File: src/rtl/smul_pkg.sv
package smul_pkg;
  typedef enum logic [1:0] {
    ST_IDLE = 2'd0,
    ST_SIGN = 2'd1,
    ST_STEP = 2'd2
  } smul_state_e;
endpackage

File: src/rtl/smul_addsub.sv
// Shared adder/subtractor: y = en ? (sub ? a - b : a + b) : a
module smul_addsub #(
  parameter int W = 32
) (
  input  logic [W-1:0] a,
  input  logic [W-1:0] b,
  input  logic         sub,
  input  logic         en,
  output logic [W-1:0] y
);
  logic [W-1:0] b_eff;
  logic [W-1:0] sum;

  always_comb begin
    b_eff = b ^ {W{sub}};
    sum   = a + b_eff + {{(W-1){1'b0}}, sub};
    y     = en ? sum : a;
  end
endmodule

File: src/rtl/smul_stepcnt.sv
// Counts the positive-weight steps that follow the sign step.
module smul_stepcnt #(
  parameter int W = 32
) (
  input  logic clk,
  input  logic rst_n,
  input  logic load,
  input  logic dec,
  output logic last
);
  localparam int CW = $clog2(W) + 1;
  localparam logic [CW-1:0] STEPS = CW'(W - 1);

  logic [CW-1:0] cnt_q;
  logic [CW-1:0] cnt_n;
  logic          cnt_en;

  always_comb begin
    cnt_en = load | dec;
    cnt_n  = load ? STEPS : (cnt_q - CW'(1));
  end

  always_ff @(posedge clk or negedge rst_n) begin
    if (!rst_n) begin
      cnt_q <= '0;
    end else if (cnt_en) begin
      cnt_q <= cnt_n;
    end
  end

  assign last = (cnt_q == CW'(1));
endmodule

File: src/rtl/smul_ctrl.sv
module smul_ctrl
  import smul_pkg::*;
(
  input  logic        clk,
  input  logic        rst_n,
  input  logic        start,
  input  logic        last,
  output smul_state_e state,
  output logic        accept,
  output logic        done
);
  smul_state_e state_n;
  logic        done_n;

  always_comb begin
    state_n = state;
    accept  = 1'b0;
    done_n  = 1'b0;
    unique case (state)
      ST_IDLE: begin
        if (start) begin
          accept  = 1'b1;
          state_n = ST_SIGN;
        end
      end
      ST_SIGN: state_n = ST_STEP;
      ST_STEP: begin
        if (last) begin
          state_n = ST_IDLE;
          done_n  = 1'b1;
        end
      end
      default: state_n = ST_IDLE;
    endcase
  end

  always_ff @(posedge clk or negedge rst_n) begin
    if (!rst_n) begin
      state <= ST_IDLE;
      done  <= 1'b0;
    end else begin
      state <= state_n;
      done  <= done_n;
    end
  end
endmodule

File: src/rtl/signed_mul_seq.sv
module signed_mul_seq
  import smul_pkg::*;
#(
  parameter int W = 32
) (
  input  logic         clk,
  input  logic         rst_n,
  input  logic         start,
  input  logic [W-1:0] multiplicand,
  input  logic [W-1:0] multiplier,
  output logic         busy,
  output logic         done,
  output logic [W-1:0] product
);
  smul_state_e state;
  logic        accept;
  logic        last;
  logic        in_sign;
  logic        in_step;
  logic        active;

  logic [W-1:0] mcand_q, mcand_n;
  logic [W-1:0] mplr_q,  mplr_n;
  logic [W-1:0] prod_q,  prod_n;
  logic         op_en;
  logic [W-1:0] alu_a, alu_y;

  smul_ctrl u_ctrl (
    .clk    (clk),
    .rst_n  (rst_n),
    .start  (start),
    .last   (last),
    .state  (state),
    .accept (accept),
    .done   (done)
  );

  smul_stepcnt #(.W(W)) u_cnt (
    .clk   (clk),
    .rst_n (rst_n),
    .load  (in_sign),
    .dec   (in_step),
    .last  (last)
  );

  // Sign step starts from zero and subtracts; later steps double and add.
  smul_addsub #(.W(W)) u_alu (
    .a   (alu_a),
    .b   (mcand_q),
    .sub (in_sign),
    .en  (mplr_q[W-1]),
    .y   (alu_y)
  );

  always_comb begin
    in_sign = (state == ST_SIGN);
    in_step = (state == ST_STEP);
    active  = in_sign | in_step;
    alu_a   = in_sign ? '0 : {prod_q[W-2:0], 1'b0};
    op_en   = accept | active;
    mcand_n = accept ? multiplicand : mcand_q;
    mplr_n  = accept ? multiplier   : {mplr_q[W-2:0], 1'b0};
    prod_n  = alu_y;
  end

  always_ff @(posedge clk or negedge rst_n) begin
    if (!rst_n) begin
      mcand_q <= '0;
      mplr_q  <= '0;
    end else if (op_en) begin
      mcand_q <= mcand_n;
      mplr_q  <= mplr_n;
    end
  end

  always_ff @(posedge clk or negedge rst_n) begin
    if (!rst_n) begin
      prod_q <= '0;
    end else if (active) begin
      prod_q <= prod_n;
    end
  end

  assign busy    = active;
  assign product = prod_q;
endmodule

File: config.mk
export PLATFORM = sky130hd
export DESIGN_NAME = signed_mul_seq
export DESIGN_NICKNAME = d
export VERILOG_FILES = /design/src/rtl/smul_pkg.sv /design/src/rtl/smul_addsub.sv /design/src/rtl/smul_stepcnt.sv /design/src/rtl/smul_ctrl.sv /design/src/rtl/signed_mul_seq.sv
export SDC_FILE = /design/constraint.sdc
export NUM_CORES = 1
export LEC_CHECK = 0
export BUFFER_PORTS_ARGS = -buffer_cell sky130_fd_sc_hd__clkbuf_2
export CORE_UTILIZATION = 35
export CTS_BUF_LIST = sky130_fd_sc_hd__clkbuf_4 sky130_fd_sc_hd__clkbuf_8
export DETAILED_ROUTE_END_ITERATION = 12
export PLACE_DENSITY = 0.56
export SYNTH_ARGS = -nofsm -noshare
export SYNTH_HDL_FRONTEND = slang
export SYNTH_HIERARCHICAL = 1
export SYNTH_SLANG_ARGS = --single-unit
File: constraint.sdc
create_clock -name clk -period 4.1 [get_ports clk]
set_input_delay 0.615 -clock clk [delete_from_list [all_inputs] [get_ports clk]]
set_output_delay 0.615 -clock clk [all_outputs]
set_load 0.05 [all_outputs]
==> out/metrics.cfg, run 1 <==
[run_status]
outcome = complete, no violations

[worst_setup_path]
required_ns = 4.39
regToRegSetupSlack_ns = 0.35
r2r_start = u_ctrl/state[1]
reg2reg_depth = 14
worst_path_largest_cell_delay_ns = 0.49
end_kind = flop
path_depth = 14
r2r-end = product[24]
worst_path_max_delay_cell = dfrtp_1
crit_family = compound AO/OA/AOI/OAI gates
worstPathMaxFanout = 37
critPathArrivalTime_ns = 4.05
start_kind = flop
path_class = flop to flop
crit_buf_inv = 2
path_cells = inv_1 > ha_4 > buf_12 > xor2_1 > ha_1 > a21oi_1 > o21ai_1 > and2_1 > a211o_1 > a21oi_2 > o21bai_1 > xor2_1 > mux2_2 > mux2_2

[sta]
finalHoldViolCount = 0
period_share_pct = 91.6
maxSlewViolCount = 0
tns_ns = 0
period_minus_slack_ns = 3.75
max_freq_mhz = 266
clock_skew_ns = 0.0136
tightestPinTransition_ns = 0.889
setup_viol = 0
rsz0062_at_grt = false
maxSlewHeadroom_pct = 40.8

[run]
drv_cap = 0

[grt]
grt_start_max_net_pins = 75
grt_pass1_vias = 5101
grt-ovfl-total = 0
antenna_found_initial = 1
grt_pass1_wl_mm = 25.7
track_usage_pct = 15.9

[yosys]
ys.flop_type = dfrtp_1
synthDistinctLibCells = 55
synth_enable_flop_cells = 0
synth_area_sq_um = 7010
synth_cells = 678
ys_ff_latch = 105
yosysWarningCount = 6
async_flop_share_pct = 100
syn_avg_cell_area_sq_um = 10.3
yosysSeqAreaShare_pct = 37.5

[floorplanning]
dieHeight_um = 144
core_sq_um = 19500
die_w_um = 144
row_count = 51
num_io_pins = 101
fp.dieArea_sq_um = 20600
initial_core_util_pct = 35.9

[drt]
drt_wl_total_mm = 15.3
routedWlPerCell_um = 14.8
via_per_inst = 4.88
drc = 0
firstDrtPassIters = 4
drtAntennaViolNets = 0
drt-initial-drc-count = 210
num_vias = 5028

[cells_and_area]
fillers = 1978
multi_input_area_sq_um = 4120
nets = 866
synthToLayoutAreaGrowth_pct = 13.1
drive_gt1_share_pct = 30.4
antennaDiodeCount = 0
fin_util_pct = 40.6
ff_latch_area_sq_um = 2630

[clocking]
hold_buffers = 0
cts_tree = done
cts-htree-levels = 3
cts.clk_slew.worst_paths_ns = 0.12
cts_sinks = 105
cts_max_path_buffers = 2
cts_buffers = 9
insertion_delay_ns = 0.40
clockRootBuffer = clkbuf_8

[hold_path]
min_path_type = input pin to asynchronous set/reset pin

[placed_design]
io_buffers = 100
gp_congestion = 0.828
hpwl_mm = 11.2

## logic make-up (layout without fill, tap and decap cells)
| kind of cell | count (synthesis) | after routing | synth area share, % |
|---|---|---|---|
| adders and majority gates | 38 | 38 | 6.89 |
| muxes | 124 | 124 | 19.5 |
| xor gates and xnor gates | 65 | 65 | 8.12 |
| other | 1 | 2 | 0.0535 |
| buffers and inverters | 56 | 143 | 4.34 |
| DFF | 105 | 105 | 37.5 |
| and+or+nand+nor | 147 | 147 | 10.7 |
| AOI/OAI and AO/OA | 142 | 142 | 13.0 |
## area by class of cell
| type | instances | area share (%) |
|---|---|---|
| Multi-Input combinational cell | 518 | 51.9 |
| Sequential cell | 105 | 33.1 |
| Timing Repair Buffer | 110 | 7.44 |
| Tap cell | 265 | 4.18 |
| Clock buffer | 9 | 1.56 |
| Clock inverter | 7 | 1.04 |
| Inverter | 17 | 0.804 |
## state kept, by name (all words and copies together), names as in the netlist
name / cells
mplr_q: 32
product: 32
u_ctrl/done: 1
u_ctrl/state: 2
mcand_q: 32
u_cnt/cnt_q: 6
## per-stage QoR
| stage | worst slack [ns] | area (sq um) | cells | hold slack [ns] |
|---|---|---|---|---|
| after floorplan | 0.295 | 7020 | 679 | 0.319 |
| after global placement | 0.384 | 7720 | 1015 | 0.497 |
| after detailed placement | 0.294 | 7720 | 1015 | 0.506 |
| after CTS | 0.279 | 7930 | 1031 | 0.363 |
| after global routing | 0.0760 | 7940 | 1031 | 0.396 |
| final | 0.346 | 7940 | 1031 | 0.325 |
## placed cells by master (no fill, tap or decap), types with 10 or more instances in the layout
cell / count
mux2_2: 88
nand2_1: 57
mux2i_1: 34
a21o_1: 18
ha_1: 35
xor2_1: 44
o21ai_0: 12
xnor2_1: 21
nor2b_1: 35
clkbuf_2: 99
o21ai_1: 37
nor2_1: 20
a21oi_1: 38
buf_4: 10
dfrtp_1: 105
inv_1: 17
## repair_timing
action | CTS | global route
gates resized for setup | 0 | 1
endpoints found under the setup margin | 0 | 2
buffers inserted | 0 | 0
## worst max-delay path by stage
stage,startpoint,to,slack [ns]
floorplan,u_ctrl/state[1],product[26],0.29
global placement,u_ctrl/state[1],product[24],0.38
detailed placement,u_ctrl/state[1],product[24],0.29
CTS,u_ctrl/state[1],product[24],0.28
global route,u_ctrl/state[1],product[24],0.08
finish,u_ctrl/state[1],product[24],0.35
## worst register-to-register path, stage by stage (launching register included)
cell      delay, ns
dfrtp_1        0.49
inv_1          0.13
ha_4           0.22
buf_12         0.23
xor2_1         0.22
ha_1           0.34
a21oi_1        0.24
o21ai_1        0.16
and2_1         0.17
a211o_1        0.35
a21oi_2        0.28
o21bai_1       0.15
xor2_1         0.16
mux2_2         0.27
mux2_2         0.25
## cells in the mapped netlist, drive strengths merged (3+ instances only)
master  number  area [sq um]
inv         17          63.8
o21ai       49           245
and3         3          18.8
buf         24           184
nand3        6          30.0
xor2        44           385
a21oi       42           225
mux2i       35           363
nor2        20          75.1
nand4        9          56.3
dfrtp      105          2630
clkbuf      15          56.3
ha          37           463
o21a         6          45.0
o21bai       4          30.0
nand2       57           214
nand2b       5          31.3
a21o        18           135
o31ai        6          50.1
nor2b       35           219
xnor2       21           184
mux2        89          1000
## per-layer routing
layer | share of wire (%) | GRT usage, % | up-vias
met1 | 48 | 21.0 | 2372
met4 | 0.92 | 4.59 | 2
met2 | 46 | 26.0 | 93
met3 | 4.3 | 3.63 | 12
li1 | - | - | 2549
met5 | 0.085 | 0 | -
Power of run 1 is not shown: default switching activity piles up to over one toggle a cycle in this logic, so the estimate is an artifact.
==> run 2, diff against run 1 <==
Settings changed: CTS_BUF_LIST sky130_fd_sc_hd__clkbuf_4 sky130_fd_sc_hd__clkbuf_8 to default, SETUP_SLACK_MARGIN from default to 0.15.
==> run 2 against run 1 <==
Against the previous run: non-clock buffer count stayed put; clock skew is 0.0031 ns lower; register-to-register slack improved by 0.08 ns; core utilization increased by 0.54 points; wire length about the same; first-iteration DRC count rose by 2.9%; critical path depth unchanged; via count up 1.2%; largest cell class unchanged.
==> out/metrics.cfg, run 2 (synthesis gave the netlist of run 1 again) <==
[run_status]
outcome = complete, no violations

[worst_setup_path]
start_kind = flop
worst_path_largest_cell_delay_ns = 0.47
worstPathMaxFanout = 37
end_kind = flop
crit_family = compound AO/OA/AOI/OAI gates
worst_path_max_delay_cell = dfrtp_1
critPathArrivalTime_ns = 3.92
path_class = flop to flop
required_ns = 4.35
path_cells = inv_1 > ha_4 > buf_12 > xor2_1 > ha_1 > a21oi_2 > o21ai_1 > and2_1 > a211o_1 > a21oi_2 > o21bai_1 > xor2_1 > mux2_2 > mux2_2
crit_buf_inv = 2

[grt]
track_usage_pct = 15.9
grt-ovfl-total = 0
grt_pass1_wl_mm = 25.7
antenna_found_initial = 1
grt_pass1_vias = 5110
grt_start_max_net_pins = 75

[sta]
clock_skew_ns = 0.0105
maxSlewHeadroom_pct = 41.3
finalHoldViolCount = 0
hold_slack_ns = 0.372
tightestPinTransition_ns = 0.881
fin_ws_ns = 0.427
period_minus_slack_ns = 3.67
rsz0062_at_grt = false
setup_viol = 0
max_freq_mhz = 272
period_share_pct = 89.6
tns_ns = 0
maxSlewViolCount = 0

[run]
drv_cap = 0

[cells_and_area]
ff_latch_area_sq_um = 2630
synthToLayoutAreaGrowth_pct = 14.6
antennaDiodeCount = 0
drive_gt1_share_pct = 30.5
instances_no_fill = 1031
fillers = 1967
mostFrequentLayoutCells = dfrtp_1 (105), clkbuf_2 (99), mux2_2 (88), nand2_1 (57), xor2_1 (44)
multi_input_area_sq_um = 4120
layout.cells.most_common = dfrtp_1
nets = 866

[clocking]
insertion_delay_ns = 0.36
cts-htree-levels = 3
cts_max_path_buffers = 2
cts.clk_slew.worst_paths_ns = 0.08
hold_buffers = 0
cts_buffers = 9
cts_tree = done
post-cts-setup-buffers = 0
cts_sinks = 105
clockRootBuffer = clkbuf_16

[placed_design]
gp_congestion = 0.828
io_buffers = 100
hpwl_mm = 11.2
pre_cts_slack_ns = 0.294
dp.cells = 1015

[floorplanning]
initial_core_util_pct = 35.9
fp.dieArea_sq_um = 20600
row_count = 51
dieHeight_um = 144
die_w_um = 144
core_sq_um = 19500
num_io_pins = 101

[drt]
drt_wl_total_mm = 15.3
num_vias = 5089
drc = 0
drt-initial-drc-count = 216
drtAntennaViolNets = 0
firstDrtPassIters = 4
via_per_inst = 4.94
routedWlPerCell_um = 14.8

[hold_path]
min_path_type = input pin to asynchronous set/reset pin

[run 2: layout make-up]
class	count	share of cell area, %
clock buffers	9	2.80
inverters	17	0.794
well taps	265	4.12
repair buffers	110	7.35
multi-input cells	518	51.2
flip-flops and latches	105	32.7
clock inverters	7	1.03
[run 2: worst paths after layout]
kind                                 start             end  slack, ns  cells past startpoint
setup / recovery           u_ctrl/state[1]     product[24]       0.43                     14
hold / removal                       rst_n     mcand_q[10]       0.37                      1
setup reg to reg           u_ctrl/state[1]     product[24]       0.43                     14
hold reg to reg                product[31]     product[31]       0.52                      1
max in group asynchronous            rst_n  u_cnt/cnt_q[0]       2.91                      2
min in group clk            multiplier[21]      mplr_q[21]       0.46                      3
[run 2: metal layers]
metal,wire length [um],vias to the layer above,track usage [%]
met5,16,-,0
met4,148,2,4.37
met3,634,15,3.63
met2,7120,93,25.9
met1,7340,2423,21.0
li1,-,2556,-
[run 2: what timing repair did]
action                                 4_1_cts  5_1_grt
endpoints found under the hold margin        0        0
setup endpoints to repair                    0        4
resized for setup                            0        2
[run 2: per-stage QoR]
step / util, % / cell area (sq um)
6_report: 41.2 / 8040
3_5_place_dp: 39.5 / 7720
3_3_place_gp: 39.5 / 7720
5_1_grt: 41.2 / 8040
4_1_cts: 41.1 / 8030
2_1_floorplan: - / 7020
Power of run 2 is left out for the same reason.
